===== src/rtl/ddr_bank_timer.sv =====
module ddr_bank_timer #(
  parameter int NBANK  = 4,
  parameter int AW     = 12,
  parameter int AP_BIT = 10,
  parameter int T_RCD  = 5,
  parameter int T_RAS  = 10,
  parameter int T_RC   = 15,
  parameter int T_RP   = 5,
  parameter int T_RRD  = 2,
  parameter int T_WR   = 3,
  parameter int T_CDLR = 2,
  parameter int T_CCD  = 1,
  parameter int T_DAL  = 8,
  parameter int T_MRD  = 2,
  parameter int T_RFC  = 17,
  localparam int BW    = $clog2(NBANK),
  localparam int CW    = $clog2(T_RFC + T_RC + T_DAL + T_WR + T_CDLR + T_RAS + 8)
) (
  input  logic          clk,
  input  logic          rst_n,
  input  logic          req_valid,
  input  logic [2:0]    req_cmd,
  input  logic [BW-1:0] req_bank,
  input  logic [AW-1:0] req_addr,
  input  logic [1:0]    req_bl,
  output logic          req_ready,
  output logic [2:0]    cmd_out,
  output logic [BW-1:0] cmd_bank,
  output logic [AW-1:0] cmd_addr
);
  localparam logic [2:0] C_NOP = 3'd0, C_ACT = 3'd1, C_RD = 3'd2, C_WR = 3'd3,
                         C_PRE = 3'd4, C_MRS = 3'd5, C_REF = 3'd6;

  function automatic logic [CW-1:0] dec(input logic [CW-1:0] x);
    return (x == '0) ? '0 : x - 1'b1;
  endfunction

  function automatic logic [CW-1:0] mx(input logic [CW-1:0] a, input logic [CW-1:0] b);
    return (a > b) ? a : b;
  endfunction

  logic [NBANK-1:0] open_q, bank_rest, bank_pre_ok;
  logic [CW-1:0]    rcd_q [NBANK];
  logic [CW-1:0]    ras_q [NBANK];
  logic [CW-1:0]    act_q [NBANK];
  logic [CW-1:0]    wr_q  [NBANK];
  logic [CW-1:0]    rrd_q, col_q, wtr_q, mrd_q;
  logic [CW-1:0]    half, col_gap;
  logic             legal, acc, ap;

  assign half    = (req_bl == 2'd0) ? CW'(1) : (req_bl == 2'd1) ? CW'(2) : CW'(4);
  assign col_gap = (half > CW'(T_CCD)) ? half - 1'b1 : CW'(T_CCD - 1);
  assign ap      = req_addr[AP_BIT];

  always_comb begin
    case (req_cmd)
      C_ACT:        legal = !open_q[req_bank] && act_q[req_bank] == '0 && rrd_q == '0;
      C_RD:         legal = open_q[req_bank] && rcd_q[req_bank] == '0 && col_q == '0 && wtr_q == '0;
      C_WR:         legal = open_q[req_bank] && rcd_q[req_bank] == '0 && col_q == '0;
      C_PRE:        legal = ap ? &bank_pre_ok : bank_pre_ok[req_bank];
      C_MRS, C_REF: legal = &bank_rest;
      default:      legal = 1'b0;
    endcase
  end

  assign req_ready = req_valid && legal && mrd_q == '0;
  assign acc       = req_ready;

  for (genvar b = 0; b < NBANK; b++) begin : g_bank
    logic          hit, pre_hit;
    logic [CW-1:0] act_load;

    assign hit            = acc && req_bank == BW'(b);
    assign pre_hit        = acc && req_cmd == C_PRE && (ap || req_bank == BW'(b));
    assign bank_rest[b]   = !open_q[b] && act_q[b] == '0;
    assign bank_pre_ok[b] = !open_q[b] || (ras_q[b] == '0 && wr_q[b] == '0);

    always_comb begin
      act_load = '0;
      if (hit && req_cmd == C_ACT)            act_load = CW'(T_RC - 1);
      if (pre_hit)                            act_load = CW'(T_RP - 1);
      if (hit && req_cmd == C_WR && ap)       act_load = half + CW'(T_DAL);
      if (acc && req_cmd == C_REF)            act_load = CW'(T_RFC - 1);
    end

    always_ff @(posedge clk) begin
      if (!rst_n) begin
        open_q[b] <= 1'b0;
        rcd_q[b]  <= '0;
        ras_q[b]  <= '0;
        act_q[b]  <= '0;
        wr_q[b]   <= '0;
      end else begin
        rcd_q[b] <= (hit && req_cmd == C_ACT) ? CW'(T_RCD - 1) : dec(rcd_q[b]);
        ras_q[b] <= (hit && req_cmd == C_ACT) ? CW'(T_RAS - 1) : dec(ras_q[b]);
        wr_q[b]  <= (hit && req_cmd == C_WR) ? mx(dec(wr_q[b]), half + CW'(T_WR))
                                             : dec(wr_q[b]);
        act_q[b] <= mx(dec(act_q[b]), act_load);
        if (hit && req_cmd == C_ACT)            open_q[b] <= 1'b1;
        else if (pre_hit)                       open_q[b] <= 1'b0;
        else if (hit && req_cmd == C_WR && ap)  open_q[b] <= 1'b0;
      end
    end
  end

  always_ff @(posedge clk) begin
    if (!rst_n) begin
      rrd_q    <= '0;
      col_q    <= '0;
      wtr_q    <= '0;
      mrd_q    <= '0;
      cmd_out  <= C_NOP;
      cmd_bank <= '0;
      cmd_addr <= '0;
    end else begin
      rrd_q <= (acc && req_cmd == C_ACT) ? CW'(T_RRD - 1) : dec(rrd_q);
      col_q <= (acc && (req_cmd == C_RD || req_cmd == C_WR)) ? col_gap : dec(col_q);
      wtr_q <= (acc && req_cmd == C_WR) ? mx(dec(wtr_q), half + CW'(T_CDLR)) : dec(wtr_q);
      mrd_q <= (acc && req_cmd == C_MRS) ? CW'(T_MRD - 1) : dec(mrd_q);
      cmd_out  <= acc ? req_cmd  : C_NOP;
      cmd_bank <= acc ? req_bank : '0;
      cmd_addr <= acc ? req_addr : '0;
    end
  end

  AST_IDLE_NOP: assert property (@(posedge clk) disable iff (!rst_n)
    !req_valid |=> cmd_out == C_NOP);

  if (T_RCD >= 2) begin : g_a_rcd
    AST_ACT_TO_COL: assert property (@(posedge clk) disable iff (!rst_n)
      cmd_out == C_ACT |=> !((cmd_out == C_RD || cmd_out == C_WR) && cmd_bank == $past(cmd_bank)));
  end
  if (T_RAS >= 2) begin : g_a_ras
    AST_ACT_TO_PRE: assert property (@(posedge clk) disable iff (!rst_n)
      cmd_out == C_ACT |=> !(cmd_out == C_PRE && cmd_bank == $past(cmd_bank)));
  end
  if (T_RRD >= 2) begin : g_a_rrd
    AST_ACT_SPACING: assert property (@(posedge clk) disable iff (!rst_n)
      cmd_out == C_ACT |=> cmd_out != C_ACT);
  end
  if (T_MRD >= 2) begin : g_a_mrd
    AST_MRS_QUIET: assert property (@(posedge clk) disable iff (!rst_n)
      cmd_out == C_MRS |=> cmd_out == C_NOP);
  end
  if (T_RFC >= 2) begin : g_a_rfc
    AST_REF_NO_ACT: assert property (@(posedge clk) disable iff (!rst_n)
      cmd_out == C_REF |=> cmd_out != C_ACT);
  end
endmodule


===== config.mk =====
export PLATFORM = sky130hd
export DESIGN_NAME = ddr_bank_timer
export DESIGN_NICKNAME = d
export VERILOG_FILES = /design/src/rtl/ddr_bank_timer.sv
export SDC_FILE = /design/constraint.sdc
export NUM_CORES = 1
export LEC_CHECK = 0
export ABC_AREA = 1
export BUFFER_PORTS_ARGS = -buffer_cell sky130_fd_sc_hd__buf_2
export CAP_MARGIN = 25
export CORE_MARGIN = 2
export CORE_UTILIZATION = 28
export DETAILED_ROUTE_END_ITERATION = 16
export GPL_ROUTABILITY_DRIVEN = 0
export PLACE_DENSITY_LB_ADDON = 0.05
export SLEW_MARGIN = 25
export SYNTH_ARGS = -nofsm -noshare
export SYNTH_HDL_FRONTEND = slang
export SYNTH_SLANG_ARGS = --single-unit

===== constraint.sdc =====
create_clock -name clk -period 5.8 [get_ports clk]
set_input_delay 1.16 -clock clk [delete_from_list [all_inputs] [get_ports clk]]
set_output_delay 1.16 -clock clk [all_outputs]
set_load 0.01 [all_outputs]

Word level (Yosys, flattened, before mapping). Memory sizes are Yosys's and may differ from the RTL's. Index checks and enable logic that the tools add are counted.

$add $sub $neg: 24. Magnitude comparators: 11. Eq/ne operators: 10. Mux-type cells: 100. Bitwise operators: 17. Reductions and logical operators: 89.

Operator list (number): 2-to-1 mux 6 bit (70); zero test 6 bit (22); subtractor 6 x 1 -> 6 bit, second input constant (20); > comparator 6 bit (7); logical AND 1 bit (41); 2-to-1 mux 1 bit (21); 2-to-1 mux 4 bit (4); bitwise OR 1 bit (16); > comparator 6 x 4 -> 1 bit (2); nonzero test 3 bit (4); equality test 3 bit, second input constant (3); logical OR 1 bit (9); adder 3 x 2 -> 4 bit, second input constant (2); AND reduction 4 bit (2); equality test 3 x 2 -> 1 bit, second input constant (2); 2-to-1 mux 3 bit (2); OR reduction 3 bit (2); adder 3 x 4 -> 5 bit, second input constant (1); zero test 1 bit (5); case mux 1 bit (5 select lines) (1); binary-select mux 1 bit (select 2 bit) (2); equality test 2 x 1 -> 1 bit, second input constant (2); equality test 2 bit, second input constant (2); zero test 2 bit (2); 7 further kinds (7).

Flip-flop bits (word level): 45. RAM bits: 96. Bits of input ports: 22. Output and inout bits: 18. Word-level logic and storage cells: 268. Memories kept: 4.

Memory list: act_q (words 4, width 6, read ports 5, clocked after Yosys merged registers in 0, wr ports 4, line 45) `logic [CW-1:0] act_q [NBANK];`; ras_q (words 4, width 6, read ports 4, clocked after Yosys merged registers in 0, wr ports 4, line 44) `logic [CW-1:0] ras_q [NBANK];`; rcd_q (words 4, width 6, read ports 5, clocked after Yosys merged registers in 0, wr ports 4, line 43) `logic [CW-1:0] rcd_q [NBANK];`; wr_q (words 4, width 6, read ports 4, clocked after Yosys merged registers in 0, wr ports 4, line 46) `logic [CW-1:0] wr_q [NBANK];`.

Longest topological paths before layout. An unclocked memory read counts as a cell.

Depth in word-level cells: 19. Mapped depth: 29.

Least setup slack after synthesis. Ideal clock, no wire load.

Path kind: input -> register. Start point: input req_cmd[0]. End point: memory act_q[0][3] in the netlist's numbering. Arrival time: 3841 ps. Required time: 5685 ps. Slack: 1844 ps. Stages on the path: 23. Cell sequence: inv_1 -> nor2_1 -> nand2_1 -> nor2_1 -> nand2_1 -> nor2_1 -> nand3_1 -> nand2_1 -> nor2_1 -> nand2_4 -> nand2_4 -> nor2_2 -> nand2_1 -> nand2_2 -> o21ai_2 -> ha_1 -> a21oi_1 -> o21ai_0 -> a21o_1 -> a21oi_1 -> inv_1 -> o21ai_0 -> inv_1.

RTL lines: start: declaration (line 22) `input logic [2:0] req_cmd,`; end: declaration (line 45).

==> metrics.txt <==
reg-to-reg startpoint=wr_q[0][6]; Reg clk slew, reported paths=about 70 ps; final setup vio count=0; crit start category=primary input; total routed wirelength=21.0 mm; Total Routing Usage GR=0.144; WHS=414 ps; Post-Syn Area=just over 0.008 mm^2; CP Capture Type=flip-flop; clk_lat worst skew=430 ps; Data arrival, critical path=4660 ps; RR Endpoint=act_q[0][3]; Synth Flop Type=dfxtp_1; Fill cells=approximately 3100; Avg WL per Cell=13.0 um; chip height=between 150 and 200 um; Hold Crit Start=rcd_q[2][0]; area grow syn2layout=15.9%; H-Tree Depth=4; YS warnings=0; initial antenna violation count=0; final worst slack=1520 ps; register area share after synthesis=0.349; power per cell area=between 600 and 700 mW/mm^2; Site Rows=62; Syn Inst Count=1162; number of primary I/O pins=40; Hold WC Path Type=flip-flop to flip-flop; Final TNS setup=0 ps; leading cell type by number of instances after synthesis=inv_1; PortBufs=39; vias=6952; EDFF count, synth=0; fraction of registers with async set/reset=0; Peak supply drop=0.000211 V; Final Skew=13.6 ps; hold path depth=1; RSZ-0062 raised after global routing=false; Die X=174 um; clock sinks=141; worst endpoint required time=6180 ps; Peak Freq=234 MHz; R2R Setup Slk=between 1500 and 2000 ps; Mapped Avg Cell Area=6.96 um^2; clock tree buffer depth=2; Max Slew Vio Count=0; critical path peak fanout=7; first-pass GRT wire length=about 35 mm; post-CTS resize count=0; starting density of the core=0.283; crit path from=req_bank[1]; hold_buf cts=0; library cells used by synthesis=48; kind of critical path=primary input to flip-flop; share of layout cells above drive strength 1=0.101; Remaining DRCs=0; minimum clock period=4280 ps; Yosys top cell area share=0.349; Max-Cap Viols=0; Worst-Margin Slew=813 ps; DRT Pass-1 Iters=5; Worst Hold Path EP=rcd_q[2][0]; Setup Fix Bufs, Post-CTS=0; nets@finish=1312; vias in the first global route=6789; die area=0.0303 mm^2; Synth area leader=dfxtp_1; most frequent cells after synthesis=inv_1, nor2_1, nand2_1, dfxtp_1, a21oi_1; Slew headroom=0.456; largest net degree at the start of global routing=49; Root Buffer=clkbuf_16; final hold vios=0; Lkg Pwr=~0.0047 uW; status=finished clean; initial detailed-routing violation count=432; ANT nets after route=0; FF+latch count, synth=141; grt total ovfl=0; Inserted Clock Buffers=17; core area=about 0.029 mm^2; crit share post-route=0.738; CTS tree=built; Worst Reg-to-Reg Cells=24; Setup WS pre-CTS=1110 ps; n_diodes=0; vias per cell=4.31; ranking of synthesized cells by area=dfxtp_1, ha_1, inv_1; hpwl dp=15.8 mm
final cells by class:
class / instances / area, um^2 / area share
Sequential cell: 141 / 2820 / 0.301
Clock inverter: 15 / 193 / 0.0205
Clock buffer: 17 / 425 / 0.0454
Tap cell: 384 / 480 / 0.0512
Multi-Input combinational cell: 811 / 4480 / 0.477
Timing Repair Buffer: 41 / 210 / 0.0224
Inverter: 204 / 771 / 0.0822
placed cells by master (no fill, tap or decap), types with 17 or more instances in the layout:
cell type,instances
ha_1,74
buf_2,39
clkbuf_16,17
inv_1,200
o21ai_0,56
nand3_1,50
dfxtp_1,141
nand2_1,188
a21oi_1,94
nor3_1,17
xor2_1,17
nor2_1,197
or2_2,20
cells by family after synthesis:
group	Yosys count	synth area share
AND/OR/NAND/NOR	518	0.281
buffers and inverters	216	0.101
AO/OA/AOI/OAI	182	0.122
flip-flops	141	0.349
adder cells (fa/ha/maj)	74	0.114
XOR/XNOR	29	0.0314
other	2	0.000928
metrics by stage:
| stage | std cells | total power [uW] | cell area (um^2) | utilization |
|---|---|---|---|---|
| after floorplan | 1168 | 4060 | 8120 | - |
| after global placement | 1581 | 4860 | 8760 | 0.307 |
| after detailed placement | 1581 | 4780 | 8760 | 0.307 |
| after CTS | 1613 | 6000 | 9380 | 0.329 |
| after global routing | 1613 | 6650 | 9380 | 0.329 |
| final | 1613 | 5910 | 9380 | 0.329 |
metal layers:
| layer | track usage | share of wire | vias up |
|---|---|---|---|
| li1 | - | - | 3787 |
| met1 | 0.195 | 0.52 | 3054 |
| met2 | 0.233 | 0.44 | 94 |
| met3 | 0.0308 | 0.028 | 17 |
| met4 | 0.0385 | 0.013 | 0 |
| met5 | 0 | 0 | - |
flip-flops by register name, summed over array words and instances, names as in the netlist:
signal	cells
act_q	24
cmd_addr	12
cmd_bank	2
cmd_out	3
col_q	6
mrd_q	6
open_q	4
ras_q	24
rcd_q	24
rrd_q	6
wr_q	24
wtr_q	6
power breakdown:
part           switching (uW)  total, uW  internal (uW)
registers                 213       1550           1330
clock network             512       1170            660
logic                    1950       3200           1240
total                    2680       5910           3230
critical path, cell delays in order:
cell     delay (ps)
buf_2           120
inv_1            80
nor2_2          270
nand2_1          90
nand2_1          80
nor2_1           50
nor2_1          100
nand3_1          80
nor2_1           90
nor2_1           70
nand2_4         110
nand2_4         110
nor2_2          170
nand2_1         220
nand2_2         190
o21ai_2          80
ha_1            330
a21oi_1         140
o21ai_0          90
a21o_1          160
a21oi_1         390
inv_1           160
a21oi_1         150
o21ai_0         100
inv_1            60
how the worst max path moves through the flow:
| stage | endpoint | cells after the start | slack, ps |
|---|---|---|---|
| global placement | act_q[0][3] | 24 | 1110 |
| CTS | act_q[0][3] | 23 | 1540 |
| global route | act_q[0][3] | 25 | 1110 |
| finish | act_q[0][3] | 25 | 1520 |
| detailed placement | act_q[0][3] | 23 | 1110 |
| floorplan | act_q[0][3] | 23 | 1840 |
(Power assumes the default switching activity.)
